--- src/rtl/dma_arb_pkg.sv ---
package dma_arb_pkg;

    localparam int NUM_CH   = 4;
    localparam int PAIR_W   = 2;
    localparam int NUM_PAIR = NUM_CH / PAIR_W;
    localparam int IDX_W    = $clog2(NUM_CH);

    // One contest: rr = 1 selects round-robin, fav is the fixed-mode favourite
    typedef struct packed {
        logic fav;
        logic rr;
    } lvl_cfg_t;

    // Bit layout: [5:4] between pairs, [3:2] pair {2,3}, [1:0] pair {0,1}
    typedef struct packed {
        lvl_cfg_t                top;
        lvl_cfg_t [NUM_PAIR-1:0] pair;
    } arb_cfg_t;

endpackage

--- src/rtl/arb_pair_pick.sv ---
module arb_pair_pick (
    input  logic [1:0] req_i,
    input  logic       rr_mode_i,
    input  logic       fav_i,
    input  logic       rr_ptr_i,
    output logic       valid_o,
    output logic       sel_o
);

    always_comb begin
        valid_o = |req_i;
        unique case (req_i)
            2'b01:   sel_o = 1'b0;
            2'b10:   sel_o = 1'b1;
            2'b11:   sel_o = rr_mode_i ? rr_ptr_i : fav_i;
            default: sel_o = 1'b0;
        endcase
    end

endmodule

--- src/rtl/dma_pair_arbiter.sv ---
module dma_pair_arbiter
    import dma_arb_pkg::*;
(
    input  logic              clk,
    input  logic              rst_n,
    input  logic [NUM_CH-1:0] req_i,
    input  logic [5:0]        cfg_i,
    input  logic              done_i,
    output logic [NUM_CH-1:0] gnt_o,
    output logic [IDX_W-1:0]  gnt_idx_o
);

    typedef struct packed {
        logic [NUM_CH-1:0]   gnt;
        logic [IDX_W-1:0]    idx;
        logic [NUM_PAIR-1:0] pptr;
        logic                tptr;
    } state_t;

    state_t   s_d, s_q;
    arb_cfg_t cfg;

    logic [NUM_PAIR-1:0] pair_vld;
    logic [NUM_PAIR-1:0] pair_sel;
    logic                top_vld;
    logic                top_sel;

    assign cfg = arb_cfg_t'(cfg_i);

    // First stage: one contest per pair
    for (genvar g = 0; g < NUM_PAIR; g++) begin : g_pair
        arb_pair_pick u_pick (
            .req_i     (req_i[g*PAIR_W +: PAIR_W]),
            .rr_mode_i (cfg.pair[g].rr),
            .fav_i     (cfg.pair[g].fav),
            .rr_ptr_i  (s_q.pptr[g]),
            .valid_o   (pair_vld[g]),
            .sel_o     (pair_sel[g])
        );
    end

    // Second stage: between the pair winners
    arb_pair_pick u_top (
        .req_i     (pair_vld),
        .rr_mode_i (cfg.top.rr),
        .fav_i     (cfg.top.fav),
        .rr_ptr_i  (s_q.tptr),
        .valid_o   (top_vld),
        .sel_o     (top_sel)
    );

    always_comb begin
        logic win_mem;
        s_d     = s_q;
        win_mem = pair_sel[top_sel];
        if (s_q.gnt != '0) begin
            if (done_i) begin
                s_d.gnt = '0;
                s_d.idx = '0;
            end
        end else if (top_vld) begin
            s_d.idx           = {top_sel, win_mem};
            s_d.gnt           = NUM_CH'(1) << s_d.idx;
            s_d.pptr[top_sel] = ~win_mem;
            s_d.tptr          = ~top_sel;
        end
    end

    always_ff @(posedge clk) begin
        if (!rst_n) s_q <= '0;
        else        s_q <= s_d;
    end

    assign gnt_o     = s_q.gnt;
    assign gnt_idx_o = s_q.idx;

    a_r1_onehot: assert property (@(posedge clk) disable iff (!rst_n)
        $onehot0(gnt_o));

    a_r1_index: assert property (@(posedge clk) disable iff (!rst_n)
        (gnt_o != '0) ? gnt_o[gnt_idx_o] : (gnt_idx_o == '0));

    a_r2_to_requester: assert property (@(posedge clk) disable iff (!rst_n)
        (gnt_o != '0 && $past(gnt_o) == '0) |-> (($past(req_i) & gnt_o) != '0));

    a_r7_hold: assert property (@(posedge clk) disable iff (!rst_n)
        (gnt_o != '0 && !done_i) |=> ($stable(gnt_o) && $stable(gnt_idx_o)));

    a_r8_release: assert property (@(posedge clk) disable iff (!rst_n)
        (gnt_o != '0 && done_i) |=> (gnt_o == '0));

    a_r9_idle: assert property (@(posedge clk) disable iff (!rst_n)
        (gnt_o == '0 && req_i == '0) |=>
            (gnt_o == '0 && $stable(s_q.pptr) && $stable(s_q.tptr)));

endmodule

--- config.mk ---
export PLATFORM = sky130hd
export DESIGN_NAME = dma_pair_arbiter
export DESIGN_NICKNAME = d
export VERILOG_FILES = /design/src/rtl/dma_arb_pkg.sv /design/src/rtl/arb_pair_pick.sv /design/src/rtl/dma_pair_arbiter.sv
export SDC_FILE = /design/constraint.sdc
export NUM_CORES = 1
export LEC_CHECK = 0
export BUFFER_PORTS_ARGS = -buffer_cell sky130_fd_sc_hd__buf_4
export CORE_AREA = 10 10 47 49
export DETAILED_ROUTE_END_ITERATION = 10
export DIE_AREA = 0 0 57 59
export PLACE_DENSITY = 0.56
export SETUP_SLACK_MARGIN = 0.1
export SLEW_MARGIN = 30
export SYNTH_ARGS = -nofsm -noshare
export SYNTH_HDL_FRONTEND = slang
export SYNTH_SLANG_ARGS = --single-unit
--- constraint.sdc ---
create_clock -name clk -period 1.9 [get_ports clk]
set_input_delay 0.285 -clock clk [delete_from_list [all_inputs] [get_ports clk]]
set_output_delay 0.285 -clock clk [all_outputs]
set_load 0.02 [all_outputs]
* After elaboration in Yosys (flattened, before gate mapping)
Index checks and enable logic that the tools add are counted.
** Storage, ports and cells
- Output and inout port bits :: 6
- Word-level logic and storage cells :: 39
- Register bits :: 9
- Input port bits :: 13
** Operators by class
- Equal/unequal tests :: 7
- Shifts and indexed selects :: 1
- Mux-type cells :: 14
- Reductions and logical operators :: 8
- Bitwise gates (word level) :: 3
- Magnitude comparators :: 2
** Operators with widths (count)
- 2-bit == test, second input constant :: 6
- 6-bit 2-to-1 mux :: 2
- 9-bit 2-to-1 mux :: 1
- 1-bit 2-to-1 mux :: 6
- 1-bit one-hot mux with 2 select lines :: 3
- 2-bit AND reduction :: 2
- 4-bit nonzero test :: 1
- 2-bit OR reduction :: 2
- 4-bit OR reduction :: 1
- 1-bit by 2-bit << shifter with 4-bit output, first input constant :: 1
- 1-bit inverter :: 3
- 2-bit bitwise mux :: 1
- 1-bit by 2-bit < comparator with 1-bit output, second input constant :: 1
- 2-bit inequality test, second input constant :: 1
- 2-bit nonzero test :: 1
- 1-bit demux with 1-bit select :: 1
- 1-bit >= comparator, second input constant :: 1
- 1-bit logical AND :: 1

* Depth between registers and ports, before layout
- Depth in word-level cells :: 10
- Depth in mapped cells :: 4
- Mapped depth without buffers :: 4

* Cells and area by module
Synthesis repeated with hierarchy kept, for this count alone.
** Second synthesis, totals
- Cell total of the unflattened synthesis :: 56
- Area total of the unflattened synthesis :: 529.3 um^2
** Modules (own cells, without submodules)
- dma_pair_arbiter :: area an instance 457.9 um^2, cells each 47, instances 1, seq. area each 180.2 um^2
- arb_pair_pick :: area an instance 23.8 um^2, cells each 3, instances 3, seq. area each 0.0 um^2

* Worst setup path after synthesis
Ideal clock, no wire load.
- Path type :: register to register
- Start point :: register s_q (netlist bit gnt_o[1])
- End point :: register (tool-made name)
- Stages on the path, launching flop included :: 5
- Clock period less this slack :: 1522 ps
- Path slack :: 378 ps
- Data required time :: 1784 ps
- Arrival time :: 1406 ps
- Cell sequence :: dfxtp_1 -> nor4_4 -> o21ai_1 -> or3b_4 -> and3_1
** RTL lines
- start: declaration :: RTL line dma_pair_arbiter.sv:20 : state_t s_d, s_q;
- start signal: assignment :: RTL line dma_pair_arbiter.sv:70 : if (!rst_n) s_q <= '0;
- start signal: assignment :: RTL line dma_pair_arbiter.sv:71 : else s_q <= s_d;

==> key figures <==
Yosys
  – Syn Nets: 59
  – Cell variety after synth: 18
  – Post-Syn Area: about 430 um^2
  – Synthesis-stage register bit count: 9
  – Yosys warning count: 0
  – Syn Inst Count: 46
  – Sequential share of the synthesized area: a little over two fifths
  – Syn Area/Cell: between 9 and 10 um^2

Placed design
  – Routability cong.: around 0.84
  – Placed Area: 588 um^2
  – PortBufs: 18
  – Placed cells: 80
  – Post-DP HPWL: 913 um
  – Setup WS pre-CTS: approximately 370 ps

Floorplan
  – # rows: 14
  – Die ar.: approximately 0.0034 mm^2
  – Effective utilization at floorplan: a little under a third
  – I/O pins: 19
  – Die Width: 57 um
  – Core Footprint: between 0.001 and 0.0015 mm^2
  – Die Height: just under 60 um

Pwr
  – VDD IR-drop max: between 0.3 and 0.4 mV
  – Overall power: ~550 uW
  – Comb pwr share: between 20 and 30%
  – Sequential share of power: a little over two fifths
  – P_leak: roughly 0.29 nW
  – Sw Share: between 30% and 40%
  – Int Power: between 300 and 400 uW
  – Clock power share: 27.7%
  – Net Sw Power: between 150 and 200 uW
  – PwrDens: slightly below 900 mW/mm^2

Route
  – WL per Instance: around 13 um
  – Vias per inst: 4.81
  – DRT Wirelength: between 1000 and 1500 um
  – TritonRoute pass-1 iters: 2
  – Antenna-violating nets left: 0
  – DRT iter0 DRCs: 7
  – Drt drc: 0
  – DR vias: between 400 and 500

Cells and area
  – Fin nets: 82
  – Diode count: 0
  – Final core occ: 43.9%
  – FILL cells: around 150
  – Share of cells above drive strength 1: between 30% and 40%
  – Area Growth Syn to Fin: 42.2%
  – Finished Layout Cells: 84
  – Post-route cell area: about 620 um^2

Global route
  – Largest net degree at the start of global routing: 8
  – GR Overflow Total: 0
  – Initial antenna violation count: 0
  – Overall fraction of global-route tracks in use: between 6 and 7%
  – Vias in the first global route: around 440
  – First-pass GRT wire length: 1890 um

Timing
  – Tmin final: roughly 1500 ps
  – Worst-margin pin slew: about 420 ps
  – Fmax: 0.654 GHz
  – Final Slew Violations: 0
  – Final Cycle Share: 80.5%
  – Headroom to the max-slew limit: between 70% and 80%
  – Fin. Hold Viols: 0
  – Hold_ws: between 200 and 300 ps
  – Setup_tns: 0 ps
  – Worst setup margin: ~370 ps
  – Final setup vio count: 0
  – Clk_skew: ~5.4 ps
  – Unrepaired setup endpoints after global routing: false

Clock network
  – CTS resizes: 0
  – Clock transition at the registers of the reported paths: ~70 ps
  – TritonCTS clock tree: yes
  – Root buffer selected by CTS: clkbuf_4
  – Clock Path Buffers: 2
  – Hold Buf Count CTS: 0
  – Later-pin clock latency in the skew report: 270 ps
  – Sink Count: 9
  – H-tree depth: 1
  – CTS buffer count: 3
  – Post-CTS setup buffer count: 0

Worst setup path
  – CP required: about 2100 ps
  – Worst Setup Start Kind: register
  – Worst setup startpoint: gnt_o[1]$_SDFFE_PN0P_
  – FF-to-FF Start: gnt_o[1]$_SDFFE_PN0P_
  – Kind of critical path: register to register
  – CP Max Fanout: 4
  – FF-to-FF setup slack: roughly 370 ps
  – Critical path endpoint category: register
  – Reg2reg path depth: 4
  – CP Data Arrival Time: 1700 ps

Run
  – Max-cap viol count: 0

Worst hold path
  – Hold Crit Class: input port to register

Run status
  – Status: completed
-- cell usage after synthesis --
library cell	count	area share, %
dfxtp_1	9	42
nor2_1	5	4.3
a21oi_1	4	4.6
mux2i_1	4	9.2
nand2_1	4	3.5
nand2b_1	3	4.3
a21boi_0	2	3.5
a2bb2oi_1	2	4.0
and3_1	2	2.9
inv_1	2	1.7
o221ai_1	2	4.0
a31oi_1	1	1.4
mux2_2	1	2.6
nor4_4	1	4.9
o21ai_1	1	1.2
or2b_1	1	1.7
or3b_4	1	2.6
or4_1	1	1.7
-- cell usage in the layout (no fill, tap or decap) --
cell	n
a21oi_1	4
and3_1	2
mux2i_1	4
or2b_1	1
or3b_4	1
mux2_2	1
o21ai_1	1
or4_1	1
a31oi_1	1
dfxtp_1	9
inv_1	2
nand2b_1	3
nor2_1	5
nor4_4	1
clkinv_2	1
a21boi_0	2
clkbuf_4	3
a2bb2oi_1	2
buf_4	18
nand2_1	4
o221ai_1	2
-- layer usage --
metal	GRT usage, %	wire (um)
met1	7.69	518
met4	4.03	21
met3	4.08	114
met2	10.2	463
met5	0	0
-- worst min path at each step --
stage / cells past startpoint / slack, ps / end / startpoint
after detailed placement: 2 / 460 / gnt_idx_o[1]$_SDFFE_PN0P_ / gnt_idx_o[1]$_SDFFE_PN0P_
final: 2 / 250 / register / rst_n
after floorplan: 1 / 430 / register / rst_n
after CTS: 2 / 250 / register / rst_n
after global routing: 2 / 270 / register / rst_n
after global placement: 2 / 460 / s_q[0]$_SDFFE_PN0P_ / s_q[0]$_SDFFE_PN0P_
-- power groups by stage --
stage               sequential [mW]  combinational, mW  clock (mW)
floorplan                     0.251             0.0866           0
global placement              0.237              0.166           0
detailed placement            0.237              0.167           0
CTS                           0.234              0.167       0.155
global route                  0.236              0.184       0.160
finish                        0.233              0.165       0.153
-- cell type report --
class | instances | area (um^2) | area share [%]
Sequential cell | 9 | 180 | 29.3
Inverter | 2 | 7.51 | 1.22
Clock buffer | 3 | 22.5 | 3.66
Tap cell | 16 | 20.0 | 3.25
Multi-Input combinational cell | 35 | 245 | 39.8
Timing Repair Buffer | 18 | 135 | 22.0
Clock inverter | 1 | 5.00 | 0.813
-- kinds of logic after synthesis --
family,count (synthesis),share of synthesized area [%]
AND/OR/NAND/NOR,18,26.0
AO/OA/AOI/OAI,12,18.8
flip-flops,9,41.6
multiplexers,5,11.8
buffers and inverters,2,1.73
-- critical path, stage by stage, from the launching register on --
cell and delay [ps]:
dfxtp_1 340, nor4_4 360, o221ai_1 290, nand2b_1 260, and3_1 180
No activity file was read; power rests on OpenSTA's default activity.
